<file path="src/rtl/pwm_deadband_park.sv">
module pwm_deadband_park #(
  parameter int CH = 3,
  parameter int DW = 12
) (
  input  logic            clk,
  input  logic            rst_n,
  input  logic [CH-1:0]   ref_in,
  input  logic [DW-1:0]   rise_dly,
  input  logic [DW-1:0]   fall_dly,
  input  logic [CH-1:0]   db_en,
  input  logic [1:0]      park_sel,
  input  logic [2*CH-1:0] park_lvl,
  input  logic            fault_act,
  input  logic            dbg_halt,
  output logic [CH-1:0]   pin_hi,
  output logic [CH-1:0]   pin_lo
);
  localparam logic [DW-1:0] CMAX = {DW{1'b1}};

  logic park_on;
  assign park_on = (park_sel[0] & fault_act) | (park_sel[1] & dbg_halt);

  for (genvar g = 0; g < CH; g++) begin : g_ch
    logic [DW-1:0] hi_run, lo_run;
    logic          db_hi, db_lo;

    // run lengths of the current reference level, saturating
    always_ff @(posedge clk) begin
      if (!rst_n) begin
        hi_run <= '0;
        lo_run <= '0;
      end else if (ref_in[g]) begin
        hi_run <= (hi_run == CMAX) ? hi_run : hi_run + 1'b1;
        lo_run <= '0;
      end else begin
        lo_run <= (lo_run == CMAX) ? lo_run : lo_run + 1'b1;
        hi_run <= '0;
      end
    end

    assign db_hi = db_en[g] ? (ref_in[g] && hi_run >= rise_dly) : ref_in[g];
    assign db_lo = db_en[g] ? (!ref_in[g] && lo_run >= fall_dly) : !ref_in[g];

    assign pin_hi[g] = park_on ? park_lvl[2*g]   : db_hi;
    assign pin_lo[g] = park_on ? park_lvl[2*g+1] : db_lo;
  end
endmodule


</file>
<file path="config.mk">
export PLATFORM = sky130hd
export DESIGN_NAME = pwm_deadband_park
export DESIGN_NICKNAME = d
export VERILOG_FILES = /design/src/rtl/pwm_deadband_park.sv
export SDC_FILE = /design/constraint.sdc
export NUM_CORES = 1
export LEC_CHECK = 0
export BUFFER_PORTS_ARGS = -buffer_cell sky130_fd_sc_hd__buf_2
export CORE_MARGIN = 3
export CORE_UTILIZATION = 45
export DETAILED_ROUTE_END_ITERATION = 8
export PLACE_DENSITY = 0.66
export SLEW_MARGIN = 10
export SYNTH_ARGS = -nofsm -noshare
export SYNTH_HDL_FRONTEND = slang
export SYNTH_SLANG_ARGS = --single-unit
</file>
<file path="constraint.sdc">
create_clock -name clk -period 1.84 [get_ports clk]
set_input_delay 0.368 -clock clk [delete_from_list [all_inputs] [get_ports clk]]
set_output_delay 0.368 -clock clk [all_outputs]
set_load 0.005 [all_outputs]
</file>
==> metrics.cfg <==
[status]
outcome=finished with violations
violations=negative setup slack

[sta]
skew_ps=5.275
rsz0062_at_grt=true
setup_slack_ps=-474.9
tightest_slew_ps=500.8
drv_slew=0
fin_crit_sh_pct=125.8
fmax_ghz=0.4320
finalSetupViolations=6
slew_headroom_pct=66.61
hold_violations=0
tns_ps=-2147
period_needed_ps=2315

[die]
start_util_pct=46.53
die_h_um=112.3
die-area_um2=12620
row_count=38
num_io_pins=48
core-area_um2=10940
fp.dieW_um=112.3

[layout]
layout_common_cells=buf_4, ha_1, a21oi_1
drive_gt1_share_pct=33.78
syn2layout_area_growth_pct=36.61
final_nets=864
instances_no_fill=889
final_common_cell=buf_4
n_fill_cell=925
final_area_um2=6952
diodes=0

[synthesis]
ys.flop_type=dfxtp_1
synth.distinct_cells=55
synth.ff_latch_count=72
yosys_warnings=0
async_reset_ff_share_pct=0
synth.net_count=720
synth-edff-count=0
synthCells=600
synth_seq_area_share_pct=28.33
syn_area_um2=5089
avgSynthCellArea_um2=8.481

[grt]
antenna_found_initial=0
grt_overflow=0
grt_pass1_vias=5102
grt_max_degree=13
grt_pass1_wl_mm=23.76
track_usage_pct=23.08

[placement]
dp_cells=868
io_buffers=47
hpwl_mm=10.77
place_congestion=0.8830
pre_cts_ws_ps=-345.9
place_area_um2=6143

[clocking]
cts_root_buf=clkbuf_16
cts_tree=yes
cts_hold_buf=0
clkLatencyLatePin_ps=340
cts.path.max_buffers=2
htree_levels=3
clock-sinks=72
clk_pin_slew_ps=60
cts-buffers-inserted=9

[worst_setup_path]
rr_worst_depth=5
rr_startpoint=g_ch[0].lo_run[1]$_SDFFE_PP0P_
reg2reg_slack_ps=90
regToRegEndpoint=g_ch[0].lo_run[4]$_SDFFE_PP0P_
critPathMaxFanout=2
end_kind=primary output
crit_type=register to primary output
start_kind=register
arrival_ps=1950
required_ps=1470

[pwr]
power_frac_comb_pct=13.4
p_total_uw=3872
swShare_pct=23.79
power_frac_clock_pct=45.8
power.switching_uw=921.0
p_leak_uw=0.003045
p_int_uw=2951
seq_power_share_pct=40.7
peakVddDrop_mv=0.4944
powerDensity_nw_per_um2=557.0

[route]
routed_wl_mm=14.48
wl_per_cell_um=16.28
num_vias=5127
vias_per_cell=5.767
antenna_left=0
route.detailed.drc=0
drtIter0Drc=278
dr.pass1.iters=4

[worst_hold_path]
hold_depth=4
worstHoldStart=ref_in[2]
min_to=g_ch[2].hi_run[2]$_SDFFE_PN0P_
min-delay-path-class=input pin to register

[job]
drv_cap=0

## sequential cells by signal, summed over array words and instances (netlist names)
| name | count |
|---|---|
| g_ch.lo_run | 36 |
| g_ch.hi_run | 36 |
## synthesized netlist by cell type (all sizes together), types with 8 or more instances
library cell | count | area [um2]
nand4 | 21 | 158.9
ha | 78 | 975.9
nand2 | 44 | 165.2
or3 | 14 | 90.08
and3 | 18 | 112.6
and4 | 15 | 133.9
inv | 37 | 138.9
a31oi | 12 | 75.07
clkbuf | 8 | 30.03
xnor2 | 15 | 131.4
nand3 | 19 | 95.09
nor2 | 46 | 172.7
dfxtp | 72 | 1441
a21oi | 56 | 280.3
nor3 | 17 | 100.1
o21ai | 19 | 95.09
mux2i | 9 | 90.09
## cell families after synthesis
family	count (synthesis)	share of synthesized area, %
compound gates	145	18.24
xor+xnor	22	3.787
fa+ha+maj	78	19.18
buf+inv	50	4.057
flops	72	28.33
mux	11	2.213
simple gates	222	24.20
## per-layer routing
metal	vias up	part of all wire, %	GRT usage [%]
met5	-	0	0
met4	0	3.1	10.74
met2	100	49	39.49
li1	2538	-	-
met1	2456	44	28.44
met3	33	3.6	3.612
## area by class of cell
type	count	area [um2]	share of cell area, %
multi-input cells	478	3877	55.78
flip-flops and latches	72	1481	21.31
repair buffers	146	978.4	14.07
clock buffers	13	260.3	3.744
well taps	140	175.2	2.520
inverters	37	138.9	1.998
clock inverters	3	40.04	0.5760
## worst max-delay path: stages, from the launching register on
cell and delay [ps]:
dfxtp_4 360, ha_4 260, and4_4 230, nand2_2 50, or4_1 400, a31oi_1 160
buf_2 140
## power groups by stage
stage	clock network, uW	registers [uW]	logic (uW)
after floorplan	0	1620	207
after CTS	1800	1580	492
final	1780	1580	519
after global placement	0	1610	401
after global routing	1870	1580	574
after detailed placement	0	1610	418
## stage by stage
stage          hold WS (ps)  util (%)
2_1_floorplan         477.3         -
3_3_place_gp          518.5     56.18
3_5_place_dp          528.4     56.18
4_1_cts               490.6     62.43
5_1_grt               516.9     63.57
6_report              517.2     63.57
## worst max-delay path by stage
stage / start / endpoint / slack [ps] / depth (start not counted)
after floorplan: rise_dly[10] / pin_hi[1] / -5 / 6
after global placement: fall_dly[9] / pin_lo[2] / -330 / 9
after detailed placement: fall_dly[9] / pin_lo[2] / -350 / 9
after CTS: g_ch[1].hi_run[0]$_SDFFE_PN0P_ / pin_hi[1] / -460 / 7
after global routing: g_ch[1].hi_run[10]$_SDFFE_PN0P_ / pin_hi[1] / -530 / 6
final: g_ch[1].hi_run[10]$_SDFFE_PN0P_ / pin_hi[1] / -470 / 6
## timing repair
| item | CTS | global route |
|---|---|---|
| gates cloned | 0 | 0 |
| resized for setup | 67 | 23 |
| pin swaps | 23 | 7 |
| buffers inserted | 3 | 2 |
| endpoints found under the setup margin | 6 | 17 |
No activity file was read; power rests on OpenSTA's default activity.
